[config.mk]
export PLATFORM = sky130hd
export DESIGN_NAME = keyreg_guard
export DESIGN_NICKNAME = d
export VERILOG_FILES = /design/src/rtl/kg_pkg.sv /design/src/rtl/kg_regbank.sv /design/src/rtl/kg_label.sv /design/src/rtl/kg_ctrl.sv /design/src/rtl/keyreg_guard.sv
export SDC_FILE = /design/constraint.sdc
export NUM_CORES = 2
export LEC_CHECK = 0
export ABC_AREA = 0
export BUFFER_PORTS_ARGS = -buffer_cell sky130_fd_sc_hd__buf_2
export CELL_PAD_IN_SITES_DETAIL_PLACEMENT = 0
export CELL_PAD_IN_SITES_GLOBAL_PLACEMENT = 2
export CORE_ASPECT_RATIO = 1.5
export CORE_UTILIZATION = 38
export CTS_BUF_LIST = sky130_fd_sc_hd__clkbuf_4 sky130_fd_sc_hd__clkbuf_8 sky130_fd_sc_hd__clkbuf_16
export CTS_CLUSTER_DIAMETER = 80
export DETAILED_ROUTE_END_ITERATION = 10
export PLACE_DENSITY_LB_ADDON = 0.25
export RECOVER_POWER = 100
export SLEW_MARGIN = 30
export SYNTH_ARGS = -nofsm -noshare
export SYNTH_HDL_FRONTEND = slang
export SYNTH_SLANG_ARGS = --single-unit
[constraint.sdc]
create_clock -name clk -period 2.85 [get_ports clk]
set_input_delay 0 -clock clk [delete_from_list [all_inputs] [get_ports clk]]
set_output_delay 0 -clock clk [all_outputs]
set_load 0.1 [all_outputs]
[src/rtl/kg_pkg.sv]
package kg_pkg;
  typedef enum logic [2:0] {
    OP_LOAD   = 3'd0,
    OP_SECRET = 3'd1,
    OP_ENC    = 3'd2,
    OP_SIGENC = 3'd3,
    OP_READ   = 3'd4,
    OP_CMP    = 3'd5,
    OP_CLEAR  = 3'd6,
    OP_NOP    = 3'd7
  } kg_op_e;

  typedef enum logic [1:0] {
    ST_IDLE,
    ST_REQ,
    ST_WAIT,
    ST_RD
  } kg_state_e;

  // external level codes: confidential and open
  localparam logic [7:0] LVL_CONF = 8'h10;
  localparam logic [7:0] LVL_OPEN = 8'h13;
endpackage

[src/rtl/kg_regbank.sv]
module kg_regbank #(
  parameter int NREG = 8,
  parameter int W    = 128,
  localparam int IW  = $clog2(NREG)
) (
  input  logic            clk,
  input  logic            rst_n,
  input  logic            wr_en,
  input  logic [IW-1:0]   wr_idx,
  input  logic [W-1:0]    wr_data,
  input  logic            wr_conf,
  input  logic            clr_all,
  output logic [W-1:0]    vals [NREG],
  output logic [NREG-1:0] conf
);
  for (genvar g = 0; g < NREG; g++) begin : g_slot
    logic hit;
    assign hit = wr_en && (wr_idx == IW'(g));
    always_ff @(posedge clk) begin
      if (!rst_n || clr_all) begin
        vals[g] <= '0;
        conf[g] <= 1'b0;
      end else if (hit) begin
        vals[g] <= wr_data;
        conf[g] <= wr_conf;
      end
    end
  end
endmodule

[src/rtl/kg_label.sv]
module kg_label import kg_pkg::*; #(
  parameter int SW          = 6,
  parameter int OPEN_SECRET = 0
) (
  input  kg_op_e        op,
  input  logic [SW-1:0] sec,
  input  logic          key_conf,
  input  logic          src_conf,
  output logic          out_conf
);
  always_comb begin
    unique case (op)
      OP_SECRET: out_conf = (sec != SW'(OPEN_SECRET));
      OP_ENC:    out_conf = key_conf | src_conf;
      // signature-encrypt is the single downgrade path
      OP_SIGENC: out_conf = 1'b0;
      default:   out_conf = 1'b0;
    endcase
  end
endmodule

[src/rtl/kg_ctrl.sv]
module kg_ctrl import kg_pkg::*; #(
  parameter int NREG     = 8,
  parameter int W        = 128,
  parameter int AUTH_IDX = 6,
  localparam int IW      = $clog2(NREG)
) (
  input  logic            clk,
  input  logic            rst_n,
  input  logic            cmd_valid,
  output logic            cmd_ready,
  input  kg_op_e          op,
  input  logic [IW-1:0]   cmd_dst,
  input  logic [IW-1:0]   cmd_src,
  input  logic [IW-1:0]   cmd_key,
  input  logic [W-1:0]    cmd_wdata,
  input  logic [W-1:0]    sec_data,
  input  logic [W-1:0]    vals [NREG],
  input  logic [NREG-1:0] conf,
  input  logic            lbl_conf,
  output logic            wr_en,
  output logic [IW-1:0]   wr_idx,
  output logic [W-1:0]    wr_data,
  output logic            wr_conf,
  output logic            clr_all,
  output logic            cip_req_valid,
  input  logic            cip_req_ready,
  output logic [W-1:0]    cip_key,
  output logic [W-1:0]    cip_data,
  input  logic            cip_rsp_valid,
  output logic            cip_rsp_ready,
  input  logic [W-1:0]    cip_rsp_data,
  output logic            rd_valid,
  input  logic            rd_ready,
  output logic [W-1:0]    rd_data,
  output logic            cmp_valid,
  output logic            cmp_pass,
  output logic            viol_flag,
  input  logic            viol_clr
);
  kg_state_e       state;
  logic [IW-1:0]   dst_q;
  logic            conf_q;
  logic [W-1:0]    key_q, dat_q, rd_q;
  logic            accept, blocked;

  assign cmd_ready     = (state == ST_IDLE);
  assign accept        = cmd_valid && cmd_ready;
  assign blocked       = accept && (op == OP_READ) && conf[cmd_src];
  assign cip_req_valid = (state == ST_REQ);
  assign cip_rsp_ready = (state == ST_WAIT);
  assign rd_valid      = (state == ST_RD);
  assign cip_key       = key_q;
  assign cip_data      = dat_q;
  assign rd_data       = rd_q;
  assign clr_all       = accept && (op == OP_CLEAR);

  always_comb begin
    wr_en   = 1'b0;
    wr_idx  = cmd_dst;
    wr_data = cmd_wdata;
    wr_conf = lbl_conf;
    if (accept && op == OP_LOAD) begin
      wr_en = 1'b1;
    end else if (accept && op == OP_SECRET) begin
      wr_en   = 1'b1;
      wr_data = sec_data;
    end else if (cip_rsp_ready && cip_rsp_valid) begin
      wr_en   = 1'b1;
      wr_idx  = dst_q;
      wr_data = cip_rsp_data;
      wr_conf = conf_q;
    end
  end

  always_ff @(posedge clk) begin
    if (!rst_n) begin
      state     <= ST_IDLE;
      dst_q     <= '0;
      conf_q    <= 1'b0;
      key_q     <= '0;
      dat_q     <= '0;
      rd_q      <= '0;
      cmp_valid <= 1'b0;
      cmp_pass  <= 1'b0;
      viol_flag <= 1'b0;
    end else begin
      cmp_valid <= accept && (op == OP_CMP);
      cmp_pass  <= accept && (op == OP_CMP) && (vals[cmd_dst] == vals[cmd_src]);
      if (blocked)       viol_flag <= 1'b1;
      else if (viol_clr) viol_flag <= 1'b0;
      unique case (state)
        ST_IDLE: if (accept) begin
          if (op == OP_ENC || op == OP_SIGENC) begin
            dst_q  <= cmd_dst;
            conf_q <= lbl_conf;
            key_q  <= vals[cmd_key];
            dat_q  <= (op == OP_SIGENC) ? vals[AUTH_IDX] : vals[cmd_src];
            state  <= ST_REQ;
          end else if (op == OP_READ) begin
            rd_q  <= conf[cmd_src] ? '0 : vals[cmd_src];
            state <= ST_RD;
          end
        end
        ST_REQ:  if (cip_req_ready) state <= ST_WAIT;
        ST_WAIT: if (cip_rsp_valid) state <= ST_IDLE;
        ST_RD:   if (rd_ready) state <= ST_IDLE;
        default: state <= ST_IDLE;
      endcase
    end
  end
endmodule

[src/rtl/keyreg_guard.sv]
module keyreg_guard import kg_pkg::*; #(
  parameter int NREG     = 8,
  parameter int W        = 128,
  parameter int SW       = 6,
  parameter int AUTH_IDX = 6,
  localparam int IW      = $clog2(NREG)
) (
  input  logic            clk,
  input  logic            rst_n,
  input  logic            cmd_valid,
  output logic            cmd_ready,
  input  logic [2:0]      cmd_op,
  input  logic [IW-1:0]   cmd_dst,
  input  logic [IW-1:0]   cmd_src,
  input  logic [IW-1:0]   cmd_key,
  input  logic [SW-1:0]   cmd_sec,
  input  logic [W-1:0]    cmd_wdata,
  output logic [SW-1:0]   sec_idx,
  input  logic [W-1:0]    sec_data,
  output logic            cip_req_valid,
  input  logic            cip_req_ready,
  output logic [W-1:0]    cip_key,
  output logic [W-1:0]    cip_data,
  input  logic            cip_rsp_valid,
  output logic            cip_rsp_ready,
  input  logic [W-1:0]    cip_rsp_data,
  output logic            rd_valid,
  input  logic            rd_ready,
  output logic [W-1:0]    rd_data,
  output logic            cmp_valid,
  output logic            cmp_pass,
  output logic            viol_flag,
  input  logic            viol_clr,
  output logic [NREG-1:0] conf_map
);
  kg_op_e        op;
  logic [W-1:0]  vals [NREG];
  logic          lbl_conf, wr_en, wr_conf, clr_all;
  logic [IW-1:0] wr_idx;
  logic [W-1:0]  wr_data;

  assign op      = kg_op_e'(cmd_op);
  assign sec_idx = cmd_sec;

  kg_label #(.SW(SW), .OPEN_SECRET(0)) u_label (
    .op(op), .sec(cmd_sec),
    .key_conf(conf_map[cmd_key]), .src_conf(conf_map[cmd_src]),
    .out_conf(lbl_conf)
  );

  kg_regbank #(.NREG(NREG), .W(W)) u_bank (
    .clk(clk), .rst_n(rst_n), .wr_en(wr_en), .wr_idx(wr_idx),
    .wr_data(wr_data), .wr_conf(wr_conf), .clr_all(clr_all),
    .vals(vals), .conf(conf_map)
  );

  kg_ctrl #(.NREG(NREG), .W(W), .AUTH_IDX(AUTH_IDX)) u_ctrl (
    .clk(clk), .rst_n(rst_n), .cmd_valid(cmd_valid), .cmd_ready(cmd_ready),
    .op(op), .cmd_dst(cmd_dst), .cmd_src(cmd_src), .cmd_key(cmd_key),
    .cmd_wdata(cmd_wdata), .sec_data(sec_data), .vals(vals), .conf(conf_map),
    .lbl_conf(lbl_conf), .wr_en(wr_en), .wr_idx(wr_idx), .wr_data(wr_data),
    .wr_conf(wr_conf), .clr_all(clr_all),
    .cip_req_valid(cip_req_valid), .cip_req_ready(cip_req_ready),
    .cip_key(cip_key), .cip_data(cip_data), .cip_rsp_valid(cip_rsp_valid),
    .cip_rsp_ready(cip_rsp_ready), .cip_rsp_data(cip_rsp_data),
    .rd_valid(rd_valid), .rd_ready(rd_ready), .rd_data(rd_data),
    .cmp_valid(cmp_valid), .cmp_pass(cmp_pass),
    .viol_flag(viol_flag), .viol_clr(viol_clr)
  );
endmodule

After elaboration in Yosys (flattened, before gate mapping)
Index checks and enable logic that the tools add are counted.
Storage, ports and cells
  word-level logic and storage cells: 122
  register bits: 1425
  output and inout port bits: 405
  input bits: 409
Operators by class
  muxes and demuxes: 37
  eq/ne operators: 22
  reductions and logical operators: 28
  order comparisons: 5
  bitwise operators: 5
Operators by type and width (number)
  $mux 128: 11
  $bmux 128 s3: 3
  $eq 128x128->1: 1
  $eq 3x3->1 const B: 7
  $logic_and 1x1->1: 17
  $eq 3x2->1 const B: 4
  $ge 4x4->1 const B: 3
  $mux 2: 6
  $not 3->4: 3
  $mux 1: 10
  $mux 3: 3
  $lt 3x4->1 const B: 2
  $pmux 2 s4: 1
  $bmux 1 s3: 2
  $eq 3x1->1 const B: 2
  $logic_not 3->1: 2
  $reduce_bool 6->1: 1
  $reduce_and 5->1: 1
  $eq 2x2->1 const B: 2
  $ne 2x1->1 const B: 2
  $ne 2x2->1 const B: 2
  $reduce_and 4->1: 1
  $ne 3x3->1 const B: 1
  $reduce_and 3->1: 1
  other kinds (8): 9

Logic depth before layout (Yosys ltp)
  word-level depth: 7
  gate-level depth with buffers: 13
  depth with buffers taken out: 8

Modules after synthesis
From an unflattened synthesis, not the netlist that was laid out.
Second synthesis, totals
  cells, all modules: 7622
  area total of the unflattened synthesis: 83189.8 µm²
Modules (own cells, without submodules)
  kg_ctrl: cells an instance 3992, instances 1, sequential area each 7867.5 µm², area an instance 41553.6 µm²
  kg_regbank: cells an instance 3612, instances 1, sequential area each 20659.8 µm², area an instance 41424.7 µm²
  keyreg_guard: cells an instance 12, instances 1, sequential area each 0.0 µm², area an instance 172.7 µm²
  kg_label: cells an instance 6, instances 1, sequential area each 0.0 µm², area an instance 38.8 µm²

Worst setup path before layout
OpenSTA, ideal clock, no wires.
  path type: register -> register
  start point: reg u_ctrl.state[0]
  end point: reg u_bank.vals[886] (netlist name)
  path slack: -0.870 ns
  buffers on the path: 3
  arrival: 3.574 ns
  cell stages (with the launch flop): 10
  setup time: 0.145 ns
  clock period less this slack: 3.720 ns
  data required time: 2.705 ns
  cells stage by stage: dfxtp_1 -> clkbuf_1 -> nor2b_1 -> nand2_1 -> nor3b_1 -> a21oi_1 -> nor2_1 -> clkbuf_1 -> clkbuf_1 -> a211oi_1
On the way
  cells in the longest elaborated chain, start to end: 7
  elaborated cells between the ends (all ways): 19
  those cells by class: eq/ne: 2; mux: 9; reduce/logical: 8
Ends and longest elaborated chain
  from (decl): RTL line kg_ctrl.sv:40  | kg_state_e state;
  from (signal assigned): RTL line kg_ctrl.sv:77  | state <= ST_IDLE;
  from (signal assigned): RTL line kg_ctrl.sv:98  | state <= ST_REQ;
  from (signal assigned): RTL line kg_ctrl.sv:101  | state <= ST_RD;
  $eq 2x2->1 *: RTL line kg_ctrl.sv:50  | assign cip_rsp_ready = (state == ST_WAIT);
  net cip_rsp_ready: RTL line keyreg_guard.sv:25  | output logic cip_rsp_ready,
  $logic_and 1x1->1 *: RTL line kg_ctrl.sv:67  | end else if (cip_rsp_ready && cip_rsp_valid) begin
  $mux 3: RTL line kg_ctrl.sv:67
  $mux 3: RTL line kg_ctrl.sv:64  | end else if (accept && op == OP_SECRET) begin
  $mux 3: RTL line kg_ctrl.sv:62  | if (accept && op == OP_LOAD) begin
  $eq 3x1->1: RTL line kg_regbank.sv:18  | assign hit = wr_en && (wr_idx == IW'(g));
  $logic_and 1x1->1: RTL line kg_regbank.sv:18
  to (signal, indexed assignment): RTL line kg_regbank.sv:24  | vals[g] <= wr_data;
  to (decl): RTL line kg_regbank.sv:13  | output logic [W-1:0] vals [NREG],
The timed path passes the listed nets; every way through them passes the cells marked *.
A chain may end at the register's enable or synchronous reset.

Final worst setup path
  start point: reg u_bank.vals[8] (netlist name)
  end point: reg u_ctrl.cmp_pass
On the way
  cells in the longest elaborated chain, start to end: 5
  elaborated cells between the ends (all ways): 8
  those cells by class: eq/ne: 1; mux: 6; reduce/logical: 1
Ends and longest elaborated chain
  $bmux 128 s3: RTL line kg_ctrl.sv:88  | cmp_pass <= accept && (op == OP_CMP) && (vals[cmd_dst] == vals[cmd_src]);
  $mux 128 (not written as such) (2 in series): RTL line kg_ctrl.sv:88
  $eq 128x128->1 *: RTL line kg_ctrl.sv:88
  $logic_and 1x1->1 *: RTL line kg_ctrl.sv:88
  to (signal assigned): RTL line kg_ctrl.sv:88
  to (decl): RTL line kg_ctrl.sv:36  | output logic cmp_pass,
Mark *: on every way between the ends. The rest lies on a longest branch, timed or not. The select of a mux whose other input is x is not followed.

==> impl_metrics.yaml <==
logic_synthesis:
  syn-cell-area_um2: 75090
  syn-instance-count: 7373
  synth_compound_area_share_pct: 19.11
  yosys.area_share.adder_pct: 0
  ys_ff_latch: 1425
  synth_xor_area_share_pct: 1.050
  synth_top_family_by_area: "multiplexers"
  ys.flop_type: "dfxtp_1"
  synthSimpleGateAreaFrac_pct: 9.949
  synthArstFlopShare_pct: 0
  yosysUniqueCellTypes: 57
  synth-edff-count: 0
  avgSynthCellArea_um2: 10.19
  syn_nets: 7782
  synth_warnings: 0
  muxShareOfSynthArea_pct: 26.49
  yosysSeqAreaShare_pct: 37.99
setup_path:
  worst-path-max-fanout: 4
  r2r_cells: 9
  worst_setup_path_start_kind: "flop"
  required_ps: 3620
  worstSetupPathType: "reg2reg"
  arrival_ps: 3700
  r2r_slack_ps: -70
  crit_path_end_kind: "flop"
  r2r-start: "u_bank.vals[8]$_SDFFE_PP0P_"
  reg2reg_to: "u_ctrl.cmp_pass$_SDFF_PN0_"
drt:
  drt-initial-drc-count: 6270
  final_antenna_net_count: 0
  drc_errors: 0
  dr.pass1.iters: 6
  wire_per_inst_um: 29.32
  vias_per_cell: 6.027
  dr_total_vias: 68689
  routed_wl_um: 334100
worst_hold_path:
  hold_depth: 7
  hp-class: "in2reg"
  hold_path.startpoint: "cmd_src[0]"
  whs_endpoint: "u_ctrl.rd_data[67]$_SDFFE_PN0P_"
sta:
  tightest_slew_ps: 1675
  fin_crit_sh_pct: 102.5
  finalCriticalPeriod_ps: 2922
  holdWs_ps: 70.93
  setup_viol: 1
  hold_viol_final: 0
  slew_headroom_pct: -11.21
  finalSetupTns_ps: -72.49
  drv_slew: 5
  fin_skew_ps: 40.81
  rsz0062_at_grt: "yes"
  fin_ws_ps: -72.49
  timing.fmax_ghz: 0.3422
cts:
  postCtsSetupRepairBufs: 0
  cts_root_buffer: "clkbuf_16"
  cts_tree: "yes"
  clk_latency_ps: 840
  cts_sinks: 1425
  cts_buffer_depth: 4
  htree_levels: 4
  cts_buffers: 160
  path_clk_slew_ps: 60
placed_design:
  globalplace.congestion: 0.9280
  hpwl_um: 236800
  numPortBuffers: 813
floorplan:
  row_count: 199
  start_util_pct: 38.27
  die_h_um: 546.5
  io_pins: 814
  die_width_um: 365.0
  die_area_um2: 199400
  fp.coreArea_um2: 196200
final_layout:
  final_cell_mix: "dfxtp_1 (1424), nor2_1 (1359), a211oi_1 (1163), mux4_2 (651), mux2i_1 (456)"
  nNetsFinal: 9075
  drive_gt1_share_pct: 24.33
  area_growth_pct: 26.40
  layout_commonest_cell: "dfxtp_1"
  fillers: 18536
  finish.utilization_pct: 48.38
power:
  power_density_nw_per_um2: 536.8
  ir_drop_uv: 534.3
  p_leak_nw: 33.38
global_route:
  antenna_found_initial: 8
  grt_pass1_vias: 66453
  grt.total_usage_pct: 32.63
  grt-ovfl-total: 0
  grt_max_degree: 126
  grt_pass1_wl_um: 480000
outcome:
  violations: "capacitance limit, slew limit, setup timing"
  status: "complete, but fails checks"
run:
  maxCapViolations: 5
[how the worst max path moves through the flow]
stage / start / end / slack (ps) / depth (start not counted)
2_1_floorplan: u_ctrl.state[0]$_SDFFE_PN0P_ / u_bank.vals[118]$_SDFFE_PP0P_ / 40 / 8
3_3_place_gp: cmd_dst[1] / u_ctrl.cmp_pass$_SDFF_PN0_ / -570 / 11
3_5_place_dp: cmd_dst[1] / u_ctrl.cmp_pass$_SDFF_PN0_ / -540 / 11
4_1_cts: u_bank.vals[192]$_SDFFE_PP0P_ / u_ctrl.cmp_pass$_SDFF_PN0_ / -50 / 10
5_1_grt: u_bank.vals[192]$_SDFFE_PP0P_ / u_ctrl.cmp_pass$_SDFF_PN0_ / -50 / 10
6_report: u_bank.vals[8]$_SDFFE_PP0P_ / u_ctrl.cmp_pass$_SDFF_PN0_ / -70 / 9
[kinds of logic (layout without fill, tap and decap cells)]
family,count (synthesis),in the layout
AO/OA/AOI/OAI,2018,2018
AND/OR/NAND/NOR,1898,1898
flip-flops,1425,1425
multiplexers,1141,1141
buffers and inverters,801,2209
XOR/XNOR,90,90
other,0,2
[worst max-delay path, cell delays in order, from the launching register on]
cell and delay, ps:
dfxtp_1 340, mux4_2 480, mux2i_2 260, xnor2_2 200, nand4_1 400, buf_4 300
nor4_2 310, nand3_1 110, nor4_1 220, and4_1 230
[stage by stage]
stage	std cells	power [mW]	setup WS [ps]	cell area, um^2
6_report	11396	50.95	-72.49	94920
5_1_grt	11395	52.43	-47.96	94920
2_1_floorplan	7373	25.76	42.33	75110
3_3_place_gp	10716	28.93	-573.8	86260
4_1_cts	11394	51.32	-50.78	95890
3_5_place_dp	10716	29.00	-539.4	86280
[layer usage]
metal	vias up	global-route usage, %	share of wire, %
met5	-	0	0
met4	0	14.69	5.2
met3	624	5.019	7.0
met2	3088	54.49	48
met1	34276	41.30	40
li1	30701	-	-
[cell usage after synthesis (10+ instances only)]
| cell type | instances | area (um^2) |
|---|---|---|
| mux4_1 | 19 | 499.2 |
| nor3_1 | 109 | 545.5 |
| clkbuf_1 | 465 | 1745 |
| a221oi_1 | 18 | 157.7 |
| xnor2_1 | 50 | 437.9 |
| nor2_1 | 1371 | 5146 |
| a21oi_1 | 382 | 1912 |
| a22oi_1 | 84 | 630.6 |
| nor4_1 | 17 | 106.4 |
| o22ai_1 | 18 | 112.6 |
| and2_1 | 10 | 62.56 |
| dfxtp_1 | 1425 | 28530 |
| buf_4 | 36 | 270.3 |
| buf_1 | 48 | 180.2 |
| nand3_1 | 19 | 95.09 |
| a22o_1 | 129 | 1130 |
| mux4_2 | 651 | 14660 |
| xor2_1 | 40 | 350.3 |
| o211ai_1 | 112 | 840.8 |
| a311oi_1 | 14 | 122.6 |
| mux2i_1 | 461 | 4614 |
| o21ai_0 | 27 | 135.1 |
| buf_12 | 13 | 260.3 |
| a211oi_1 | 1163 | 8731 |
| nand4_1 | 16 | 100.1 |
| buf_6 | 47 | 529.3 |
| o21ai_1 | 37 | 185.2 |
| nand2_1 | 331 | 1242 |
| buf_2 | 173 | 865.8 |
| a221oi_2 | 13 | 195.2 |
| buf_8 | 12 | 180.2 |
[what timing repair did]
item / in CTS / in global routing
pin swaps: 7 / 5
endpoints found under the hold margin: 1112 / 0
endpoints found under the setup margin: 94 / 847
hold buffers: 403 / 0
gates resized for setup: 31 / 20
[power by group]
part	internal (mW)	switching (mW)	leakage, nW
clock network	13.0	8.92	2.75
logic	2.88	5.37	19.1
registers	20.3	0.408	11.5
[cell type report]
type / instances / area, um^2 / share of cell area [%]
diodes: 2 / 5.005 / 0.005273
clock buffers: 229 / 4828 / 5.087
clock inverters: 48 / 629.4 / 0.6630
inverters: 6 / 45.04 / 0.04745
multi-input cells: 5147 / 42920 / 45.22
flip-flops and latches: 1425 / 28530 / 30.05
well taps: 2613 / 3269 / 3.444
repair buffers: 1926 / 14690 / 15.48
[flip-flops by register name, indices dropped and copies added, names as in the netlist]
name	flops
u_ctrl.cmp_pass	1
u_ctrl.viol_flag	1
u_ctrl.cip_key	128
u_ctrl.cip_data	128
u_bank.conf	8
u_ctrl.rd_data	128
u_ctrl.conf_q	1
u_bank.vals	1024
u_ctrl.cmp_valid	1
u_ctrl.dst_q	3
u_ctrl.state	2
Note: power is estimated with default switching activity, not from simulation.
